### src/rtl/wdg_pkg.sv
package wdg_pkg;
  // Per-cycle heartbeat classification from the timer
  typedef struct packed {
    logic good;   // accepted kick
    logic early;  // kick inside the closed window
    logic late;   // timeout expired without a kick
  } wd_evt_t;

  function automatic logic evt_is_fault(wd_evt_t e);
    return e.early | e.late;
  endfunction
endpackage

### src/rtl/wdg_kick_sync.sv
module wdg_kick_sync #(
  parameter int SYNC_STAGES = 2
) (
  input  logic clk,
  input  logic rst,
  input  logic kick_i,
  output logic kick_fall_o
);
  // sr[0..SYNC_STAGES-1] synchronise, sr[SYNC_STAGES] holds the previous level
  logic [SYNC_STAGES:0] sr;

  always_ff @(posedge clk) begin
    if (rst) sr <= '1;
    else     sr <= {sr[SYNC_STAGES-1:0], kick_i};
  end

  assign kick_fall_o = sr[SYNC_STAGES] & ~sr[SYNC_STAGES-1];
endmodule

### src/rtl/wdg_timer.sv
module wdg_timer
  import wdg_pkg::*;
#(
  parameter int CNT_W = 16
) (
  input  logic             clk,
  input  logic             rst,
  input  logic             active_i,
  input  logic             window_mode_i,
  input  logic             kick_fall_i,
  input  logic [CNT_W-1:0] timeout_cycles_i,
  input  logic [CNT_W-1:0] window_cycles_i,
  output wd_evt_t          evt_o
);
  logic [CNT_W-1:0] cnt_q;
  logic             too_early;
  logic             expired;

  assign too_early = window_mode_i && (cnt_q < window_cycles_i);
  assign expired   = (cnt_q == timeout_cycles_i - CNT_W'(1));

  always_comb begin
    evt_o       = '0;
    evt_o.early = active_i & kick_fall_i & too_early;
    evt_o.good  = active_i & kick_fall_i & ~too_early;
    evt_o.late  = active_i & ~kick_fall_i & expired;
  end

  always_ff @(posedge clk) begin
    if (rst) begin
      cnt_q <= '0;
    end else if (!active_i || kick_fall_i || evt_o.late) begin
      cnt_q <= '0;
    end else begin
      cnt_q <= cnt_q + CNT_W'(1);
    end
  end
endmodule

### src/rtl/wdg_reset_gen.sv
module wdg_reset_gen #(
  parameter int CNT_W = 16
) (
  input  logic             clk,
  input  logic             rst,
  input  logic             supply_ok_i,
  input  logic             fault_i,
  input  logic [CNT_W-1:0] reset_cycles_i,
  output logic             rst_n_o
);
  logic [CNT_W-1:0] hold_q;

  always_ff @(posedge clk) begin
    if (rst) begin
      rst_n_o <= 1'b0;
      hold_q  <= '0;
    end else if (!supply_ok_i || fault_i) begin
      rst_n_o <= 1'b0;
      hold_q  <= '0;
    end else if (!rst_n_o) begin
      if (hold_q == reset_cycles_i - CNT_W'(1)) rst_n_o <= 1'b1;
      hold_q <= hold_q + CNT_W'(1);
    end
  end
endmodule

### src/rtl/wdg_fault_hyst.sv
module wdg_fault_hyst #(
  parameter int RUN_LEN = 3
) (
  input  logic clk,
  input  logic rst,
  input  logic fault_i,
  input  logic good_i,
  output logic fault_n_o
);
  localparam int RW = $clog2(RUN_LEN + 1);
  localparam logic [RW-1:0] RUN_MAX  = RW'(RUN_LEN);
  localparam logic [RW-1:0] RUN_LAST = RW'(RUN_LEN - 1);

  logic [RW-1:0] bad_run_q;
  logic [RW-1:0] good_run_q;

  always_ff @(posedge clk) begin
    if (rst) begin
      bad_run_q  <= '0;
      good_run_q <= '0;
      fault_n_o  <= 1'b1;
    end else if (fault_i) begin
      good_run_q <= '0;
      if (bad_run_q != RUN_MAX) bad_run_q <= bad_run_q + RW'(1);
      if (bad_run_q == RUN_LAST) fault_n_o <= 1'b0;
    end else if (good_i) begin
      bad_run_q <= '0;
      if (!fault_n_o) begin
        if (good_run_q == RUN_LAST) begin
          fault_n_o  <= 1'b1;
          good_run_q <= '0;
        end else begin
          good_run_q <= good_run_q + RW'(1);
        end
      end
    end
  end
endmodule

### src/rtl/wdg_supervisor.sv
module wdg_supervisor
  import wdg_pkg::*;
#(
  parameter int CNT_W       = 16,
  parameter int RUN_LEN     = 3,
  parameter int SYNC_STAGES = 2
) (
  input  logic             clk,
  input  logic             rst,
  input  logic             kick_i,
  input  logic             supply_ok_i,
  input  logic             wd_disable_i,
  input  logic             window_mode_i,
  input  logic [CNT_W-1:0] timeout_cycles_i,
  input  logic [CNT_W-1:0] window_cycles_i,
  input  logic [CNT_W-1:0] reset_cycles_i,
  output logic             rst_n_o,
  output logic             fault_n_o
);
  logic    kick_fall;
  logic    wd_active;
  wd_evt_t evt;
  logic    wd_fault;

  wdg_kick_sync #(.SYNC_STAGES(SYNC_STAGES)) u_sync (
    .clk(clk), .rst(rst), .kick_i(kick_i), .kick_fall_o(kick_fall)
  );

  // Heartbeat timing runs only out of reset, with supply good and not disabled
  assign wd_active = rst_n_o & supply_ok_i & ~wd_disable_i;

  wdg_timer #(.CNT_W(CNT_W)) u_timer (
    .clk(clk), .rst(rst), .active_i(wd_active), .window_mode_i(window_mode_i),
    .kick_fall_i(kick_fall), .timeout_cycles_i(timeout_cycles_i),
    .window_cycles_i(window_cycles_i), .evt_o(evt)
  );

  assign wd_fault = evt_is_fault(evt);

  wdg_reset_gen #(.CNT_W(CNT_W)) u_rstgen (
    .clk(clk), .rst(rst), .supply_ok_i(supply_ok_i), .fault_i(wd_fault),
    .reset_cycles_i(reset_cycles_i), .rst_n_o(rst_n_o)
  );

  wdg_fault_hyst #(.RUN_LEN(RUN_LEN)) u_hyst (
    .clk(clk), .rst(rst), .fault_i(wd_fault), .good_i(evt.good),
    .fault_n_o(fault_n_o)
  );
endmodule

### config.mk
export PLATFORM = sky130hd
export DESIGN_NAME = wdg_supervisor
export DESIGN_NICKNAME = d
export VERILOG_FILES = /design/src/rtl/wdg_pkg.sv /design/src/rtl/wdg_kick_sync.sv /design/src/rtl/wdg_timer.sv /design/src/rtl/wdg_reset_gen.sv /design/src/rtl/wdg_fault_hyst.sv /design/src/rtl/wdg_supervisor.sv
export SDC_FILE = /design/constraint.sdc
export NUM_CORES = 1
export LEC_CHECK = 0
export CAP_MARGIN = 20
export CORE_MARGIN = 2
export CORE_UTILIZATION = 41
export DETAILED_ROUTE_END_ITERATION = 10
export GPL_TIMING_DRIVEN = 1
export PLACE_DENSITY_LB_ADDON = 0.25
export SLEW_MARGIN = 20
export SYNTH_ARGS = -nofsm -noshare
export SYNTH_HDL_FRONTEND = slang
export SYNTH_SLANG_ARGS = --single-unit
### constraint.sdc
create_clock -name clk -period 2.6 [get_ports clk]
set_input_delay 0.39 -clock clk [delete_from_list [all_inputs] [get_ports clk]]
set_output_delay 0.39 -clock clk [all_outputs]
set_load 0.03 [all_outputs]
==> results of run 1 <==
==> worst register-to-register path: stages, from the launching register on <==
cell	delay [ns]
dfxtp_1	0.42
ha_4	0.24
a2111oi_4	0.35
buf_4	0.18
o32ai_4	0.09
o31a_1	0.27
or3_4	0.40
nor2_4	0.10
a41oi_2	0.05
mux2_4	0.33
==> kinds of logic after synthesis <==
group	count (synthesis)
compound gates	48
xor+xnor	71
fa+ha+maj	21
buf+inv	40
flops	41
mux	6
simple gates	183
==> worst paths after layout <==
check / depth (start not counted) / startpoint / slack (ns) / end
worst max-delay path: 12 / window_cycles_i[8] / 0.04 / u_hyst.bad_run_q[1]
worst min-delay path: 1 / u_sync.sr[0] / 0.43 / u_sync.sr[1]
worst max register to register: 9 / u_timer.cnt_q[1] / 0.05 / u_hyst.bad_run_q[1]
worst min register to register: 1 / u_sync.sr[0] / 0.43 / u_sync.sr[1]
==> registers in the layout, summed over array words and instances (netlist names) <==
signal             flops
u_rstgen.hold_q       16
u_timer.cnt_q         16
u_sync.sr              3
u_hyst.bad_run_q       2
u_hyst.good_run_q      2
u_hyst.fault_n_o       1
u_rstgen.rst_n_o       1
==> per-stage QoR <==
step / setup TNS, ns / utilization [%] / power (mW) / setup slack, ns / cells
6_report: 0 / 62.5 / 1.34 / 0.0353 / 626
5_1_grt: -0.00659 / 62.5 / 1.41 / -0.00659 / 626
4_1_cts: 0 / 59.1 / 1.33 / 0.00656 / 622
3_5_place_dp: -17.04 / 56.1 / 0.922 / -0.536 / 611
3_3_place_gp: -15.13 / 56.1 / 0.917 / -0.472 / 611
2_1_floorplan: 0 / - / 0.760 / 0.0337 / 410
==> cell type report <==
class	instances	area (sq um)	share of cell area, %
Multi-Input combinational cell	330	2670	54.7
Clock buffer	6	72.6	1.49
Sequential cell	41	821	16.8
Clock inverter	2	10.0	0.205
Inverter	27	101	2.08
Tap cell	102	128	2.61
Timing Repair Buffer	118	1080	22.1
==> layout by cell type, fill, tap and decap left out, drive strengths merged, types with 6 or more instances in the layout <==
master         count
nand4             12
nand3             20
xor2              40
xnor2             31
a21oi             13
dlymetal6s2s      16
clkdlybuf4s50     32
nor2              62
nor2b              7
or2                7
or4                7
and3               6
ha                21
o211ai             6
clkbuf             6
inv               27
nor3              11
buf               63
dfxtp             41
nand2             19
or3                6
==> metal layers <==
layer	wire, microns	share of wire (%)	vias up
li1	-	-	1661
met1	4130	48	1507
met2	4040	47	74
met3	338	3.9	13
met4	96	1.1	0
met5	0	0	-
==> power by group through the flow <==
stage / Clock [mW] / Combinational [mW] / Sequential [mW]
2_1_floorplan: 0 / 0.112 / 0.648
3_3_place_gp: 0 / 0.269 / 0.649
4_1_cts: 0.411 / 0.288 / 0.634
6_report: 0.404 / 0.303 / 0.634
5_1_grt: 0.442 / 0.328 / 0.635
3_5_place_dp: 0 / 0.273 / 0.649
==> timing repair <==
item | 4_1_cts | 5_1_grt
cloned | 1 | 0
pin swaps | 25 | 32
endpoints found under the setup margin | 37 | 37
buffers inserted | 2 | 4
gates resized for setup | 35 | 49
==> reports/results.ini, run 1 <==
[finish]
stdcell_area_sq_um = 4880
drive_above_1_share_pct = 27.7
diodes = 0
final_nets = 598
syn2layout_area_growth_pct = 46.3
nFillCells = 667

[logic_synthesis]
synth_fp_nets = 485
synth_seq_cells = 41
yosysSeqAreaShare_pct = 24.6
yosysTopAreaCell = dfxtp_1
netlist_area_sq_um = 3340
synth_commonest_cells = nor2_1, dfxtp_1, xor2_1
yosys_warnings = 0
synth_xor_area_share_pct = 18.6
synth.area.top_cells = dfxtp_1, xor2_1, xnor2_1
synth.distinct_cells = 66
synthAdderAreaFrac_pct = 7.87
synth_top_area_share_pct = 24.6
synthArstFlopShare_pct = 0
synthCells = 410
synthSimpleGateAreaFrac_pct = 31.1
syn_area_per_cell_sq_um = 8.14
synthFlopType = dfxtp_1
synth.mux.area_fraction_pct = 1.99
synth.most_common_cell = nor2_1
synth_compound_gate_area_share_pct = 10.5
synth_top_family_by_area = simple AND/OR/NAND/NOR gates
synth_edf_count = 0

[grt]
grt_pass1_vias = 3048
met1_usage_pct = 26.0
grtUsageTotal_pct = 19.3
use_met2_pct = 32.3
antenna_found_initial = 0
overflow = 0
grt_pass1_wl_microns = 13900
grt_use_met3_pct = 3.21
top_usage_layer = met2
grt_start_max_net_pins = 16

[clock_tree]
ctsHoldBuffers = 0
cts.sinks = 41
clk_path_buf_depth = 2
cts_root_buffer = clkbuf_8
cts_tree = built
clk_pin_slew_ns = 0.08
numCtsBuffers = 5
h-tree-depth = 2
clk_latency_ns = 0.29

[critical_path]
cpMostUsedCell = buf_4
worstPathRequired_ns = 2.79
crit_path_end_kind = flop
path_buf_inv = 4
worstSetupStartpointType = primary input
crit_type = in2reg
slowest_delay_ns = 0.47
crit_path_cell_trace = clkdlybuf4s50_1, inv_1, ha_1, nand4_1, buf_4, buf_4, a21oi_2, o31a_1, or3_4, nor2_4, a41oi_2, mux2_4
critPathArrivalTime_ns = 2.75
critical_path.max_fanout = 3
cp_slowest_cell = clkdlybuf4s50_1
critPathTopFamily = buffers and inverters

[route]
ant_nets = 0
route.detailed.drc = 0
viasPerCell = 5.20
drt_iter0_drc = 188
wire_per_inst_microns = 13.7
vias = 3255
dr.pass1.iters = 4
routed_wl_microns = 8610

[die]
die_w_microns = 94.2
start_util_pct = 42.7
rows = 32
dieArea_sq_um = 8880
die_height_microns = 94.2
io_pins = 56
core_area_sq_um = 7810

[power_and_ir_drop]
power_switching_share_pct = 26.4
leakage_nw = 2.07
internal-power_mw = 0.987
peakVddDrop_mv = 0.267
seqPwrFrac_pct = 47.3
p_clk_share_pct = 30.1
power_switching_mw = 0.354
power_per_cell_area_nw_per_um2 = 275
comb_power_share_pct = 22.6

[outcome]
status = complete, no violations

[sta]
setup_violations = 0
min_period_over_period_pct = 98.6
tightestPinTransition_ns = 0.506
drv_slew = 0
finClkSkew_ns = 0.00944
slew_headroom_pct = 66.0
fin_hold_ws_ns = 0.427
timing.final.crit_period_ns = 2.56
max_freq_mhz = 390
timing.final.hold_violations = 0

[job]
drv_cap = 0

[place]
routabilityCongestion = 0.905
dpl_cell_area_sq_um = 4380
io_buffer_count = 55
dp_hpwl_microns = 6270

[min_path]
hold_path.class = reg2reg

Power figures use the tool's default switching activity.
==> run 2: changes to the inputs <==
==> constraint.sdc (replaced) <==
create_clock -name clk -period 2.5 [get_ports clk]
set_input_delay 0.375 -clock clk [delete_from_list [all_inputs] [get_ports clk]]
set_output_delay 0.375 -clock clk [all_outputs]
set_load 0.1 [all_outputs]
==> run 2 against run 1 <==
Via count rose by 0.58%. Register-to-register slack improved by 0.09 ns. Hold slack barely moved. Final cell count rose by 0.80%. Highest routed layer unchanged. Critical endpoint unchanged.
==> reports/results.ini, run 2 (synthesis results as in run 1) <==
[outcome]
status = complete, no violations

[sta]
grt_setup_unrepaired = true
layout_setup_ws_ns = 0.0755  ; +0.0402 ns
min_period_over_period_pct = 97.0
max_freq_mhz = 412
fin_tns_setup_ns = 0  ; unchanged
slew_headroom_pct = 56.8  ; -9.2 points
tightestPinTransition_ns = 0.643  ; +0.137 ns
timing.final.crit_period_ns = 2.42
timing.final.hold_violations = 0  ; unchanged
drv_slew = 0  ; unchanged
finClkSkew_ns = 0.00658  ; -0.00285 ns
setup_violations = 0  ; unchanged

[finish]
syn2layout_area_growth_pct = 47.0
final_core_utilization_pct = 62.8  ; +0.29 points
drive_above_1_share_pct = 30.6  ; +3.0 points
nFillCells = 685  ; +2.7%
layout_commonest_cell = buf_4
reg_top3 = u_rstgen.hold_q: 16 flops, u_timer.cnt_q: 16 flops, u_sync.sr: 3 flops
stdcell_area_sq_um = 4900  ; +0.46%
layout_common_cells = buf_4, nor2_1, xor2_1, dfxtp_1, xnor2_1
final_nets = 603  ; +0.84%
diodes = 0  ; unchanged

[power_and_ir_drop]
peakVddDrop_mv = 0.248  ; -7.0%
fin_total_pwr_mw = 1.61  ; +20%
power_per_cell_area_nw_per_um2 = 328  ; +20%
leakage_nw = 2.10  ; +1.4%

[die]
io_pins = 56  ; unchanged
core_area_sq_um = 7810  ; unchanged
rows = 32  ; unchanged
die_height_microns = 94.2  ; unchanged
die_w_microns = 94.2  ; unchanged
start_util_pct = 42.7  ; unchanged
dieArea_sq_um = 8880  ; unchanged

[clock_tree]
cts_root_buffer = clkbuf_8
clk_path_buf_depth = 2  ; unchanged
h-tree-depth = 2  ; unchanged
cts.sinks = 41  ; unchanged
clk_pin_slew_ns = 0.08  ; about the same
clk_latency_ns = 0.30  ; about the same
cts_tree = built
numCtsBuffers = 5  ; unchanged
ctsHoldBuffers = 0  ; unchanged

[route]
viasPerCell = 5.19  ; -0.21%
vias = 3274  ; +0.58%
wire_per_inst_microns = 13.7  ; -0.16%
routed_wl_microns = 8660  ; +0.64%
dr.pass1.iters = 4  ; unchanged
drt_iter0_drc = 124  ; -34%
ant_nets = 0  ; unchanged
route.detailed.drc = 0  ; unchanged

[place]
routabilityCongestion = 0.918  ; +1.5%
io_buffer_count = 55  ; unchanged
dp_hpwl_microns = 6520  ; +4.1%
place_ws_ns = -0.801  ; -0.265 ns
dpl_cell_area_sq_um = 4410  ; +0.63%

[critical_path]
crit_path_cell_trace = dlygate4sd2_1, or4b_4, o32a_1, o211ai_1, nand3_1, and4_4, a41oi_2, mux2_4
crit_path_end_kind = flop
critPathArrivalTime_ns = 2.61  ; -0.14 ns
worstPathRequired_ns = 2.69  ; -0.10 ns
critical_path.max_fanout = 4  ; +1
worstSetupStartpointType = primary input
crit_type = in2reg
slowest_delay_ns = 0.57  ; +0.10 ns
cp_slowest_cell = or4b_4

[min_path]
hold_path.class = reg2reg

[grt]
grt_start_max_net_pins = 16  ; unchanged
grt_pass1_vias = 3245  ; +6.5%
grt_pass1_wl_microns = 14400  ; +3.5%
overflow = 0  ; unchanged
grtUsageTotal_pct = 19.9  ; +0.62 points
antenna_found_initial = 0  ; unchanged

[job]
drv_cap = 0  ; unchanged

-- run 2: changes by cell type in the layout (fill, tap and decap cells not counted), sizes merged --
cell,delta
buf,+7
bufinv,+2
clkbuf,+2
clkdlybuf4s15,-1
clkdlybuf4s50,-13
clkinv,-1
dlygate4sd2,+10
dlymetal6s2s,-2
nand3,+1
-- run 2: layout make-up --
class / instances / area [sq um] / area share, %
multi-input cells: 331 / 2670 / 54.3
clock buffers: 5 / 68.8 / 1.40
clock inverters: 3 / 65.1 / 1.33
flip-flops and latches: 41 / 822 / 16.8
repair buffers: 122 / 1040 / 21.3
inverters: 27 / 111 / 2.27
well taps: 102 / 128 / 2.60
-- run 2: critical path, delay by kind of cell --
| kind | cells | cell delay [ns] |
|---|---|---|
| AO/OA/AOI/OAI | 3 | 0.75 |
| buffers and inverters | 1 | 0.28 |
| multiplexers | 1 | 0.31 |
| AND/OR/NAND/NOR | 3 | 0.88 |
-- run 2: what timing repair did --
item,4_1_cts,5_1_grt
resized for setup,60,43
pin swaps,28,33
gates cloned,1,1
setup endpoints to repair,38,36
setup buffers,4,3
-- run 2: per-stage QoR --
step	std cells	hold WS, ns
3_3_place_gp	614	0.398
6_report	631	0.427
5_1_grt	631	0.440
4_1_cts	627	0.434
2_1_floorplan	410	0.389
3_5_place_dp	614	0.412
-- run 2: final timing paths --
path / start / end / slack [ns] / cells past startpoint
worst max register to register: u_timer.cnt_q[1] / u_hyst.bad_run_q[1] / 0.14 / 8
worst min-delay path: u_sync.sr[0] / u_sync.sr[1] / 0.43 / 1
worst max-delay path: timeout_cycles_i[2] / u_hyst.bad_run_q[1] / 0.08 / 8
worst min register to register: u_sync.sr[0] / u_sync.sr[1] / 0.43 / 1
-- run 2: metal layers --
metal / vias up / part of all wire, % / global-route usage, %
met5: - / 0 / 0
met4: 0 / 0.98 / 4.59
met3: 10 / 3.2 / 3.13
met2: 51 / 46 / 33.5
met1: 1539 / 49 / 26.8
li1: 1674 / - / -
-- run 2: power breakdown --
part	internal [mW]	switching [mW]	total [mW]
Combinational	0.172	0.140	0.312
Clock	0.397	0.243	0.639
Sequential	0.656	0.00366	0.659
==> run 3: changes to the inputs <==
--- a/config.mk
+++ b/config.mk
@@ -10,6 +10,7 @@
 export CORE_UTILIZATION = 41
 export DETAILED_ROUTE_END_ITERATION = 10
 export GPL_TIMING_DRIVEN = 1
+export MAX_ROUTING_LAYER = met4
 export PLACE_DENSITY_LB_ADDON = 0.25
 export SLEW_MARGIN = 20
 export SYNTH_ARGS = -nofsm -noshare
==> run 3 against run 2 <==
Die area unchanged. Clock power about the same. Routed wire length about the same. Non-clock buffer count unchanged. Largest cell class unchanged.
==> reports/results.ini, run 3 (synthesis results as in run 1) <==
[outcome]
status = complete, no violations

[clock_tree]
clk_path_buf_depth = 2  ; unchanged
cts.sinks = 41  ; unchanged
h-tree-depth = 2  ; unchanged
clk_pin_slew_ns = 0.08  ; about the same
cts_root_buffer = clkbuf_8
cts_tree = built
clk_latency_ns = 0.30  ; about the same
ctsHoldBuffers = 0  ; unchanged
numCtsBuffers = 5  ; unchanged

[place]
io_buffer_count = 55  ; unchanged
dp_hpwl_microns = 6520  ; unchanged
routabilityCongestion = 0.934  ; +1.7%

[die]
dieArea_sq_um = 8880  ; unchanged
io_pins = 56  ; unchanged
die_w_microns = 94.2  ; unchanged
die_height_microns = 94.2  ; unchanged
core_area_sq_um = 7810  ; unchanged
rows = 32  ; unchanged
start_util_pct = 42.7  ; unchanged

[grt]
grtUsageTotal_pct = 20.4  ; +0.54 points
overflow = 0  ; unchanged
antenna_found_initial = 0  ; unchanged
grt_pass1_wl_microns = 14400  ; about the same
grt_pass1_vias = 3248  ; +0.092%
grt_start_max_net_pins = 16  ; unchanged

[finish]
layout_common_cells = buf_4, nor2_1, xor2_1, dfxtp_1, xnor2_1
syn2layout_area_growth_pct = 47.0  ; unchanged
final_nets = 603  ; unchanged
diodes = 0  ; unchanged
drive_above_1_share_pct = 30.6  ; unchanged
reg_top3 = u_rstgen.hold_q: 16 flops, u_timer.cnt_q: 16 flops, u_sync.sr: 3 flops
layout_commonest_cell = buf_4

[sta]
fin_tns_setup_ns = 0  ; unchanged
setup_violations = 0  ; unchanged
drv_slew = 0  ; unchanged
timing.final.crit_period_ns = 2.42  ; +0.000151 ns
min_period_over_period_pct = 97.0  ; about the same
slew_headroom_pct = 56.8  ; unchanged
timing.final.hold_violations = 0  ; unchanged
max_freq_mhz = 412  ; about the same
tightestPinTransition_ns = 0.643  ; unchanged
fin_hold_ws_ns = 0.427  ; -0.00000300 ns
grt_setup_unrepaired = true
finClkSkew_ns = 0.00659  ; +0.0000101 ns

[min_path]
hold_path.class = reg2reg
hold_path_depth = 1  ; unchanged
hold_end = u_sync.sr[1]
hold_start = u_sync.sr[0]

[route]
drt_iter0_drc = 137  ; +10%
wire_per_inst_microns = 13.7  ; about the same
vias = 3281  ; +0.21%
routed_wl_microns = 8650  ; about the same
viasPerCell = 5.20  ; +0.21%
dr.pass1.iters = 4  ; unchanged
ant_nets = 0  ; unchanged
route.detailed.drc = 0  ; unchanged

[critical_path]
crit_type = in2reg
critPathArrivalTime_ns = 2.61  ; about the same
r2r_slack_ns = 0.14  ; about the same
critical_path.max_fanout = 4  ; unchanged
regToRegEndpoint = u_hyst.bad_run_q[1]
crit_path_end_kind = flop
rr_startpoint = u_timer.cnt_q[1]
worstSetupStartpointType = primary input
r2r_cells = 8  ; unchanged
worstPathRequired_ns = 2.69  ; about the same

[power_and_ir_drop]
leakage_nw = 2.10  ; unchanged
fin_total_pwr_mw = 1.61  ; about the same
power_per_cell_area_nw_per_um2 = 329  ; about the same
peakVddDrop_mv = 0.248  ; about the same

[job]
drv_cap = 0  ; unchanged

## run 3: timing repair
item                                    CTS  global route
gates cloned                              1             1
endpoints found under the setup margin   38            36
setup buffers                             4             3
hold endpoints to repair                  0             0
pin swaps                                28            33
gates resized for setup                  60            43
## run 3: area by class of cell
class	count	area, sq um
Tap cell	102	128
Timing Repair Buffer	122	1040
Multi-Input combinational cell	331	2670
Fill cell	685	2900
Inverter	27	111
Clock buffer	5	68.8
Clock inverter	3	65.1
Sequential cell	41	822
## run 3: how the worst max path moves through the flow
stage | from | to | slack [ns]
after floorplan | timeout_cycles_i[1] | u_hyst.bad_run_q[1] | 0.002
after global placement | window_cycles_i[1] | u_hyst.bad_run_q[1] | -0.80
after detailed placement | window_cycles_i[1] | u_rstgen.rst_n_o | -0.80
after CTS | window_cycles_i[7] | u_hyst.bad_run_q[1] | 0.0008
after global routing | reset_cycles_i[1] | u_rstgen.rst_n_o | -0.009
final | timeout_cycles_i[2] | u_hyst.bad_run_q[1] | 0.08
## run 3: report_power, final
part	switching (mW)	total [mW]	internal, mW
Combinational	0.140	0.312	0.172
Clock	0.243	0.639	0.397
Sequential	0.00366	0.659	0.656
Total	0.387	1.61	1.22
## run 3: critical path: stages
cell           delay (ns)
dlygate4sd2_1        0.28
or4b_4               0.57
o32a_1               0.35
o211ai_1             0.17
nand3_1              0.10
and4_4               0.21
a41oi_2              0.23
mux2_4               0.31
## run 3: through the flow
stage	utilization, %	instances	instance area, sq um	worst slack (ns)
2_1_floorplan	-	410	3360	0.00187
3_3_place_gp	56.5	614	4410	-0.802
3_5_place_dp	56.5	614	4410	-0.801
4_1_cts	60.9	627	4760	0.000753
5_1_grt	62.8	631	4900	-0.00887
6_report	62.8	631	4900	0.0754
## run 3: layer usage
metal	part of all wire (%)	vias to the layer above	track usage, %
met5	0	-	-
met1	49	1546	26.8
li1	-	1674	-
met3	3.2	10	3.13
met4	0.98	0	4.59
met2	47	51	33.5
